--- src/rtl/swfc_pkg.sv ---
package swfc_pkg;
   typedef enum logic [1:0] {
      FM_OFF  = 2'b00,
      FM_SET2 = 2'b01,
      FM_SET1 = 2'b10,
      FM_BOTH = 2'b11
   } fmode_e;

   typedef struct packed {
      logic   enh_en;
      logic   spec_en;
      fmode_e tx_mode;
      fmode_e rx_mode;
   } cfg_t;

   typedef enum logic [1:0] {
      HOLD_NONE = 2'b00,
      HOLD_XON  = 2'b01,
      HOLD_XOFF = 2'b10
   } hold_e;

   localparam int CFG_W = $bits(cfg_t);
   // reference slots in the comparator bank
   localparam int REF_XON1  = 0;
   localparam int REF_XON2  = 1;
   localparam int REF_XOFF1 = 2;
   localparam int REF_XOFF2 = 3;
   localparam int NREF      = 4;
endpackage

--- src/rtl/swfc_cfg_gate.sv ---
module swfc_cfg_gate
   import swfc_pkg::*;
(
   input  logic clk,
   input  logic rst_n,
   input  logic we,
   input  cfg_t wdata,
   output cfg_t cfg
);
   always_ff @(posedge clk) begin
      if (!rst_n) begin
         cfg <= '0;
      end else if (we) begin
         cfg.enh_en <= wdata.enh_en;
         if (cfg.enh_en) begin
            cfg.spec_en <= wdata.spec_en;
            cfg.tx_mode <= wdata.tx_mode;
            cfg.rx_mode <= wdata.rx_mode;
         end
      end
   end
endmodule

--- src/rtl/swfc_char_match.sv ---
module swfc_char_match
   import swfc_pkg::*;
#(
   parameter int DATA_W = 8
)(
   input  logic [DATA_W-1:0] chr,
   input  logic [DATA_W-1:0] xon1,
   input  logic [DATA_W-1:0] xon2,
   input  logic [DATA_W-1:0] xoff1,
   input  logic [DATA_W-1:0] xoff2,
   output logic [NREF-1:0]   hit
);
   logic [DATA_W-1:0] refs [NREF];

   assign refs[REF_XON1]  = xon1;
   assign refs[REF_XON2]  = xon2;
   assign refs[REF_XOFF1] = xoff1;
   assign refs[REF_XOFF2] = xoff2;

   for (genvar g = 0; g < NREF; g++) begin : g_cmp
      assign hit[g] = (chr == refs[g]);
   end
endmodule

--- src/rtl/swfc_decide.sv ---
module swfc_decide
   import swfc_pkg::*;
#(
   parameter bit PAIR_EN = 1'b1
)(
   input  logic            ev_valid,
   input  logic [NREF-1:0] hit,
   input  fmode_e          rx_mode,
   input  fmode_e          tx_mode,
   input  logic            spec_en,
   input  hold_e           hold,
   output logic            fwd_new,
   output logic            fwd_held,
   output hold_e           hold_nxt,
   output logic            replay,
   output logic            det_xon,
   output logic            det_xoff,
   output logic            det_spec
);
   logic pair_mode;
   logic s_xon;
   logic s_xoff;

   if (PAIR_EN) begin : g_pair
      assign pair_mode = (rx_mode == FM_BOTH) &&
                         ((tx_mode == FM_OFF) || (tx_mode == FM_BOTH));
   end else begin : g_nopair
      assign pair_mode = 1'b0;
   end

   always_comb begin
      unique case (rx_mode)
         FM_SET2: begin
            s_xon  = hit[REF_XON2];
            s_xoff = hit[REF_XOFF2];
         end
         FM_SET1: begin
            s_xon  = hit[REF_XON1];
            s_xoff = hit[REF_XOFF1];
         end
         FM_BOTH: begin
            s_xon  = hit[REF_XON1] | hit[REF_XON2];
            s_xoff = hit[REF_XOFF1] | hit[REF_XOFF2];
         end
         default: begin
            s_xon  = 1'b0;
            s_xoff = 1'b0;
         end
      endcase
   end

   always_comb begin
      fwd_new  = 1'b0;
      fwd_held = 1'b0;
      hold_nxt = hold;
      replay   = 1'b0;
      det_xon  = 1'b0;
      det_xoff = 1'b0;
      if (ev_valid) begin
         if (hold != HOLD_NONE) begin
            hold_nxt = HOLD_NONE;
            if (pair_mode && hold == HOLD_XOFF && hit[REF_XOFF2]) begin
               det_xoff = 1'b1;
            end else if (pair_mode && hold == HOLD_XON && hit[REF_XON2]) begin
               det_xon = 1'b1;
            end else begin
               fwd_held = 1'b1;
               replay   = 1'b1;
            end
         end else if (pair_mode) begin
            if (hit[REF_XOFF1])     hold_nxt = HOLD_XOFF;
            else if (hit[REF_XON1]) hold_nxt = HOLD_XON;
            else                    fwd_new  = 1'b1;
         end else begin
            det_xoff = s_xoff;
            det_xon  = s_xon & ~s_xoff;
            fwd_new  = ~(s_xon | s_xoff);
         end
      end
   end

   assign det_spec = ev_valid & spec_en & hit[REF_XOFF2] & ~replay;
endmodule

--- src/rtl/uart_swfc_detect.sv ---
module uart_swfc_detect
   import swfc_pkg::*;
#(
   parameter int DATA_W  = 8,
   parameter bit PAIR_EN = 1'b1
)(
   input  logic              clk,
   input  logic              rst_n,
   input  logic              rx_valid,
   input  logic [DATA_W-1:0] rx_data,
   input  logic [DATA_W-1:0] xon1_chr,
   input  logic [DATA_W-1:0] xon2_chr,
   input  logic [DATA_W-1:0] xoff1_chr,
   input  logic [DATA_W-1:0] xoff2_chr,
   input  logic              cfg_we,
   input  logic [5:0]        cfg_wdata,
   output logic [5:0]        cfg_rdata,
   input  logic              irq_clr,
   output logic              fifo_wr,
   output logic [DATA_W-1:0] fifo_data,
   output logic              tx_pause,
   output logic              xoff_irq,
   output logic              spec_irq
);
   if (DATA_W < 1) begin : g_bad_w
      $error("DATA_W must be at least 1");
   end
   if (CFG_W != 6) begin : g_bad_cfg
      $error("config word width mismatch");
   end

   cfg_t              cfg;
   logic [NREF-1:0]   hit;
   hold_e             hold_q, hold_nxt;
   logic [DATA_W-1:0] held_q;
   logic              replay_q;
   logic [DATA_W-1:0] replay_d_q;
   logic              ev_valid;
   logic [DATA_W-1:0] ev_data;
   logic              fwd_new, fwd_held, set_replay;
   logic              det_xon, det_xoff, det_spec;

   swfc_cfg_gate u_gate (
      .clk   (clk),
      .rst_n (rst_n),
      .we    (cfg_we),
      .wdata (cfg_t'(cfg_wdata)),
      .cfg   (cfg)
   );
   assign cfg_rdata = cfg;

   assign ev_valid = rx_valid | replay_q;
   assign ev_data  = replay_q ? replay_d_q : rx_data;

   swfc_char_match #(.DATA_W(DATA_W)) u_match (
      .chr   (ev_data),
      .xon1  (xon1_chr),
      .xon2  (xon2_chr),
      .xoff1 (xoff1_chr),
      .xoff2 (xoff2_chr),
      .hit   (hit)
   );

   swfc_decide #(.PAIR_EN(PAIR_EN)) u_dec (
      .ev_valid (ev_valid),
      .hit      (hit),
      .rx_mode  (cfg.rx_mode),
      .tx_mode  (cfg.tx_mode),
      .spec_en  (cfg.spec_en),
      .hold     (hold_q),
      .fwd_new  (fwd_new),
      .fwd_held (fwd_held),
      .hold_nxt (hold_nxt),
      .replay   (set_replay),
      .det_xon  (det_xon),
      .det_xoff (det_xoff),
      .det_spec (det_spec)
   );

   always_ff @(posedge clk) begin
      if (!rst_n) begin
         hold_q     <= HOLD_NONE;
         held_q     <= '0;
         replay_q   <= 1'b0;
         replay_d_q <= '0;
         fifo_wr    <= 1'b0;
         fifo_data  <= '0;
         tx_pause   <= 1'b0;
         xoff_irq   <= 1'b0;
         spec_irq   <= 1'b0;
      end else begin
         hold_q   <= hold_nxt;
         replay_q <= set_replay;
         if (set_replay) replay_d_q <= ev_data;
         if (ev_valid && hold_q == HOLD_NONE && hold_nxt != HOLD_NONE)
            held_q <= ev_data;
         fifo_wr   <= fwd_new | fwd_held;
         fifo_data <= fwd_held ? held_q : ev_data;
         if (det_xoff)     tx_pause <= 1'b1;
         else if (det_xon) tx_pause <= 1'b0;
         xoff_irq <= det_xoff | (xoff_irq & ~irq_clr);
         spec_irq <= det_spec | (spec_irq & ~irq_clr);
      end
   end
endmodule

--- config.mk ---
export PLATFORM = sky130hd
export DESIGN_NAME = uart_swfc_detect
export DESIGN_NICKNAME = d
export VERILOG_FILES = /design/src/rtl/swfc_pkg.sv /design/src/rtl/swfc_cfg_gate.sv /design/src/rtl/swfc_char_match.sv /design/src/rtl/swfc_decide.sv /design/src/rtl/uart_swfc_detect.sv
export SDC_FILE = /design/constraint.sdc
export NUM_CORES = 1
export LEC_CHECK = 0
export BUFFER_PORTS_ARGS = -buffer_cell sky130_fd_sc_hd__buf_2
export CAP_MARGIN = 30
export CORE_MARGIN = 4
export CORE_UTILIZATION = 55
export DETAILED_ROUTE_END_ITERATION = 16
export PLACE_DENSITY = 0.85
export SLEW_MARGIN = 25
export SYNTH_ARGS = -nofsm -noshare
export SYNTH_HDL_FRONTEND = slang
export SYNTH_HIERARCHICAL = 1
export SYNTH_SLANG_ARGS = --single-unit
--- constraint.sdc ---
create_clock -name clk -period 4.7 [get_ports clk]
set_input_delay 0.705 -clock clk [delete_from_list [all_inputs] [get_ports clk]]
set_output_delay 0.705 -clock clk [all_outputs]
set_load 0.05 [all_outputs]
Word-level counts from Yosys, hierarchy flattened
Index checks and enable logic that the tools add are counted.

Add/sub/neg operators: 0. Multiply operators: 0. Divide/modulo/power cells: 0. Magnitude comparators: 0. Eq/ne operators: 10. Shift operators: 0. Multiplexer cells: 29. Bitwise operators: 17. Reduce and logical (&&, ||, !) cells: 14.

Operator list (count): 8-bit equality test (4); 1-bit two-way mux (20); 8-bit two-way mux (2); 2-bit two-way mux (5); 2-bit equality test (second input constant) (4); 1-bit logical AND (7); 1-bit bitwise OR (7); 1-bit bitwise AND (6); 1-bit one-hot mux with 3 select lines (2); 2-bit nonzero test (3); 2-bit by 1-bit equality test with 1-bit output (second input constant) (2); 2-bit zero test (2); 1-bit NOT (4); 2-bit AND reduction (1); 1-bit logical OR (1).

Flip-flop bits (word level): 37. Bits in latches: 0. RAM bits: 0. Memory bits (read-only): 0. Input bits: 51. Logic and storage cells: 83. Memories kept: 0.

Longest topological paths before layout
Depth in word-level cells: 12. Gate-level depth with buffers: 14. Depth with buffers taken out: 10.

Modules after synthesis
The synthesis kept the hierarchy.

By module, submodules not included: uart_swfc_detect (times used 1, cells an instance 134, area each 1249.9 um2, seq. area each 620.6 um2); swfc_char_match (times used 1, cells an instance 52, area each 415.4 um2, seq. area each 0.0 um2); swfc_decide (times used 1, cells an instance 37, area each 266.5 um2, seq. area each 0.0 um2); swfc_cfg_gate (times used 1, cells an instance 26, area each 255.2 um2, seq. area each 120.1 um2).

Worst setup path after synthesis
OpenSTA, ideal clock, no wires.

Path type: input to register. Start: input rx_data[2]. End: register held_q[0]. Setup time: 72 ps. Arrival: 2694 ps. Data required time: 4628 ps. Setup slack: 1934 ps. Cell stages on the path: 11. Cells stage by stage: mux2i_1 -> inv_1 -> buf_6 -> xnor2_1 -> nand4_1 -> nor2_1 -> inv_1 -> o32ai_1 -> nor2_1 -> nor4_4 -> mux2i_1.

RTL lines: start, declared (RTL line uart_swfc_detect.sv:10) `input logic [DATA_W-1:0] rx_data,`; 8-bit two-way mux (RTL line uart_swfc_detect.sv:53) `assign ev_data = replay_q ? replay_d_q : rx_data;`; net ev_data[2] (RTL line uart_swfc_detect.sv:39) `logic [DATA_W-1:0] ev_data;`; 8-bit equality test (RTL line swfc_char_match.sv:21) `assign hit[g] = (chr == refs[g]);`; net hit[2] (RTL line uart_swfc_detect.sv:33) `logic [NREF-1:0] hit;`; 2-bit two-way mux (RTL line swfc_decide.sv:71) `if (hit[REF_XOFF1]) hold_nxt = HOLD_XOFF;`; 2-bit two-way mux (RTL line swfc_decide.sv:70) `end else if (pair_mode) begin`; 2-bit two-way mux (RTL line swfc_decide.sv:60) `if (hold != HOLD_NONE) begin`; 2-bit two-way mux (RTL line swfc_decide.sv:59) `if (ev_valid) begin`; net hold_nxt[1] (RTL line uart_swfc_detect.sv:34) `hold_e hold_q, hold_nxt;`; 2-bit nonzero test (RTL line uart_swfc_detect.sv:95) `if (ev_valid && hold_q == HOLD_NONE && hold_nxt != HOLD_NONE)`; 1-bit logical AND (RTL line uart_swfc_detect.sv:95); end signal, assigned (RTL line uart_swfc_detect.sv:96) `held_q <= ev_data;`; end, declared (RTL line uart_swfc_detect.sv:35) `logic [DATA_W-1:0] held_q;`.

The timed path passes the listed nets, and every way through them passes these cells. A chain may end at the register's enable or synchronous reset.

Final worst setup path
Start: register replay_q. End: register held_q[4].

RTL lines: start, declared (RTL line uart_swfc_detect.sv:36) `logic replay_q;`; start signal, assigned (RTL line uart_swfc_detect.sv:93) `replay_q <= set_replay;`; 8-bit two-way mux (RTL line uart_swfc_detect.sv:53); net ev_data[1] (RTL line uart_swfc_detect.sv:39); 8-bit equality test (RTL line swfc_char_match.sv:21); net hit[2] (RTL line uart_swfc_detect.sv:33); 2-bit two-way mux (RTL line swfc_decide.sv:71); 2-bit two-way mux (RTL line swfc_decide.sv:70); 2-bit two-way mux (RTL line swfc_decide.sv:60); 2-bit two-way mux (RTL line swfc_decide.sv:59); net hold_nxt[1] (RTL line uart_swfc_detect.sv:34); 2-bit nonzero test (RTL line uart_swfc_detect.sv:95); 1-bit logical AND (RTL line uart_swfc_detect.sv:95).

The timed path passes the listed nets, and every way through them passes these cells.

==> impl.org <==
** Floorplanning
- Height of the die :: 71.1 um
- The floorplan step defined a die boundary enclosing 0.00505 sq mm.
- Initial standard-cell utilization of the core :: 58.4%
- Measured along the x axis, the die boundary spans just over 70 um.
- Io pins :: 69
- Row Count :: 22
- Core Box Area :: between 0.003 and 0.004 sq mm

** Global route
- For this run the aggregate overflow at the end of global routing stands at 0.
- Vias in the first global route :: 1824
- Wire length of the first global-routing pass :: ~8200 um
- Initial antenna violation count :: 0
- Global-route total usage across every layer :: about a fifth
- Maximum number of pins on one net before global-route repair :: between 50 and 60

** Run status
- The flow ran to the end, and the final reports show no timing, DRC or antenna violations.

** Critical path
- The worst setup path is launched from a register.
- Worst path depth :: 10
- Classification of the worst setup path :: register to register
- Of all nets on the critical path, the largest fanout is 9.
- Broken down by cell family, the worst path's largest delay share belongs to simple AND/OR/NAND/NOR gates.
- Critical-path top delay cell :: sky130_fd_sc_hd__dfxtp_1
- For the worst setup path, the data required time is roughly 4900 ps.
- In this design, the stage delay of the slowest critical-path cell is between 600 and 700 ps.
- The number of cells on the worst reg-to-reg path is 10.
- Data arrives at the worst endpoint at between 3000 and 4000 ps.
- STA classifies the critical path endpoint as a register.
- CP cell instances :: mux2i_1, inv_1, xnor2_1, nand4_1, nor2_1, inv_1, o32ai_1, nor2_1, nor4_4, mux2i_1
- Critical path buffer and inverter count :: 2

** Finish
- Cells with a size suffix above 1 make up between 20% and 30% of the layout.
- Post-Layout Cell Count :: ~350
- Register area :: approximately 740 sq um
- Leading cell type in the layout, fill and taps excluded :: sky130_fd_sc_hd__buf_2
- At the end of the flow, the number of nets in the layout was approximately 350.
- Inserted Diodes :: 0
- Finished Core Util :: between 60% and 70%
- Relative area change from synthesis to final layout :: 17.7%
- Commonest cells after routing, fill and taps aside :: sky130_fd_sc_hd__buf_2, sky130_fd_sc_hd__nand2_1, sky130_fd_sc_hd__dfxtp_1
- Number of filler instances in the final layout :: 300
- Area of the multi-input gates :: roughly 0.0013 sq mm

** Synthesis
- Leading cell types by total area after synthesis :: sky130_fd_sc_hd__dfxtp_1, sky130_fd_sc_hd__xnor2_1, sky130_fd_sc_hd__mux2i_1
- Of all cell types, the one taking the most synthesized area is sky130_fd_sc_hd__dfxtp_1.
- Number of nets produced by synthesis :: 300
- Mapped Area :: about 0.0022 sq mm
- Cell variety after synth :: 37
- Share of the synthesized area in the top cell type :: ~34%
- Synthesis produced a netlist whose cell count is ~250.
- Fraction of the yosys area taken by sequential cells :: 33.9%
- In this run, synthesis produced a sequential element count of 37.
- Dividing the synthesized area by the synthesized cell count gives between 8 and 9 sq um.
- Ys Warns :: 6

** Flow run
- Max-cap violations in this run came to 0.

** Routing
- In this run, the number of DRC markers left after iteration 0 of detailed routing was approximately 100.
- Per-cell routed wire length :: 13.6 um
- The detailed router placed around 1900 vias in this run.
- The first detailed-routing pass ran for 4 iterations.
- Final ANT Viol Nets :: 0
- Post-detailed-routing wire length :: 4790 um
- Drc violations :: 0
- Via-per-instance ratio :: approximately 5.3

** CTS
- Number of clock sinks seen by CTS :: 37
- Clock-pin slew was measured on the worst setup and hold paths at around 70 ps.
- Clock root cell :: sky130_fd_sc_hd__clkbuf_8
- Buffer count from post-CTS setup fixing :: 0
- After clock tree synthesis, the repair step resized 0 gates.
- Worst-skew pair later-pin latency :: 290 ps
- CTS built an H-tree with a depth of 2.
- Clock tree from TritonCTS :: done
- Inserted Clock Buffers :: 5
- No sink is reached through more buffers than the 2 on the longest clock path.
- Hold repair after CTS inserted 0 buffers.

** Place
- Routability-driven placement finished with a final weighted congestion of approximately 0.90.
- Once placement completed, the tool counted placed cells totaling between 300 and 400.
- Post-detailed-placement half-perimeter wirelength :: ~3600 um
- During placement, the flow inserted port buffers numbering 68.

** Power and ir drop
- In this run switching power makes up approximately a quarter of total power.
- Internal power comes to slightly below 0.0006 W.
- Reported leakage power :: around 1.1 nW
- For this design the ratio of total power to cell area is between 200 and 300 mW/mm^2.
- Largest voltage drop on the vdd net :: between 0.2 and 0.3 mV
- Of the total power, combinational logic draws between 10 and 15%.
- Flop pwr share :: between 40% and 50%
- The clock network burns a little over two fifths of the power.
- In this run the power spent charging and discharging nets is approximately 0.00018 W.

** Worst hold path
- Worst Hold Class :: register to register
- Cell depth of the worst hold path :: 2

** STA
- Based on the critical path, the design can be clocked at up to ~300 MHz.
- Skew final :: slightly above 9 ps
- Share of the cycle needed by the critical path after routing :: a little over two thirds
- The final count of pins violating max slew came to 0.
- After layout, the minimum clock period comes to ~3300 ps.
- Setup Total Neg Slack :: 0 ps
- Count of endpoints failing setup in the final report :: 0
- Final hold vios :: 0
- Actual transition at the worst max-transition pin :: between 800 and 900 ps
- RSZ-0062 raised after global routing :: false
- Max-slew headroom :: around 44%
## through the flow
step           hold WS [ps]  area (sq um)  total power, W  setup WS [ps]
3_5_place_dp            449          2440        0.000442           1360
2_1_floorplan           435          2190        0.000411           1930
6_report                461          2570        0.000756           1380
5_1_grt                 476          2570        0.000785           1010
4_1_cts                 463          2570        0.000762           1360
3_3_place_gp            445          2440        0.000441           1450
## Yosys cell counts
library cell	n
sky130_fd_sc_hd__o41ai_2	1
sky130_fd_sc_hd__buf_6	7
sky130_fd_sc_hd__mux2i_1	18
sky130_fd_sc_hd__nor2_1	5
sky130_fd_sc_hd__clkbuf_1	8
sky130_fd_sc_hd__xnor2_1	32
sky130_fd_sc_hd__nand4_1	17
sky130_fd_sc_hd__nor4_4	1
sky130_fd_sc_hd__nor4bb_1	1
sky130_fd_sc_hd__or2b_1	1
sky130_fd_sc_hd__nand3_1	1
sky130_fd_sc_hd__inv_1	12
sky130_fd_sc_hd__o32ai_1	1
sky130_fd_sc_hd__dfxtp_1	37
sky130_fd_sc_hd__nand2b_1	1
sky130_fd_sc_hd__a221o_1	1
sky130_fd_sc_hd__o21a_1	5
sky130_fd_sc_hd__o21ai_0	9
sky130_fd_sc_hd__and2_1	12
sky130_fd_sc_hd__buf_4	3
sky130_fd_sc_hd__nor3b_1	1
sky130_fd_sc_hd__nor2b_1	5
sky130_fd_sc_hd__and2_4	1
sky130_fd_sc_hd__buf_2	2
sky130_fd_sc_hd__and4_1	1
sky130_fd_sc_hd__a21oi_1	3
sky130_fd_sc_hd__nand3_2	1
sky130_fd_sc_hd__xnor2_2	1
sky130_fd_sc_hd__o31ai_1	1
sky130_fd_sc_hd__a21o_1	1
sky130_fd_sc_hd__o211a_1	9
sky130_fd_sc_hd__nand2_1	41
sky130_fd_sc_hd__o2111ai_1	1
sky130_fd_sc_hd__a31oi_1	1
sky130_fd_sc_hd__nor2_4	1
sky130_fd_sc_hd__clkbuf_2	1
sky130_fd_sc_hd__o21ai_2	5
## metal layers
| layer | part of all wire, % | GRT usage [%] | vias up |
|---|---|---|---|
| met5 | 0 | 0 | - |
| met1 | 42 | 25.9 | 856 |
| met3 | 9.6 | 5.11 | 7 |
| li1 | - | - | 946 |
| met4 | 1.3 | 7.72 | 0 |
| met2 | 47 | 32.2 | 72 |
## state kept, by name (all words and copies together) (netlist names)
signal,count
xoff_irq,1
held_q,8
u_gate/cfg,6
fifo_wr,1
replay_d_q,8
spec_irq,1
hold_q,2
fifo_data,8
replay_q,1
tx_pause,1
## tightest hold or removal path: cells and delay by family, from the launching register on
kind | cells | cell delay (ps)
and+or+nand+nor | 1 | 50
DFF | 1 | 320
muxes | 1 | 50
## cells by family after synthesis
group / synth area share (%)
compound gates: 13.6
xor+xnor: 13.6
buf+inv: 8.75
flops: 33.9
mux: 8.24
simple gates: 22.0
## path summary, 6_finish.rpt
check / slack (ps) / start / endpoint
setup / recovery: 1380 / replay_q / held_q[4]
hold / removal: 460 / held_q[6] / held_q[6]
setup reg to reg: 1380 / replay_q / held_q[4]
hold reg to reg: 460 / held_q[6] / held_q[6]
## cell type report
cell class	count	area share, %
Multi-Input combinational cell	179	48.7
Sequential cell	37	28.8
Timing Repair Buffer	68	13.2
Clock buffer	5	2.67
Clock inverter	3	2.53
Tap cell	48	2.33
Inverter	12	1.75
## power by group through the flow
stage	registers (W)	logic (W)	clock network (W)
finish	0.000323	0.000113	0.000321
global route	0.000323	0.000124	0.000338
CTS	0.000323	0.000113	0.000326
detailed placement	0.000330	0.000113	0
global placement	0.000330	0.000111	0
floorplan	0.000350	0.0000608	0
Power figures use the tool's default switching activity.
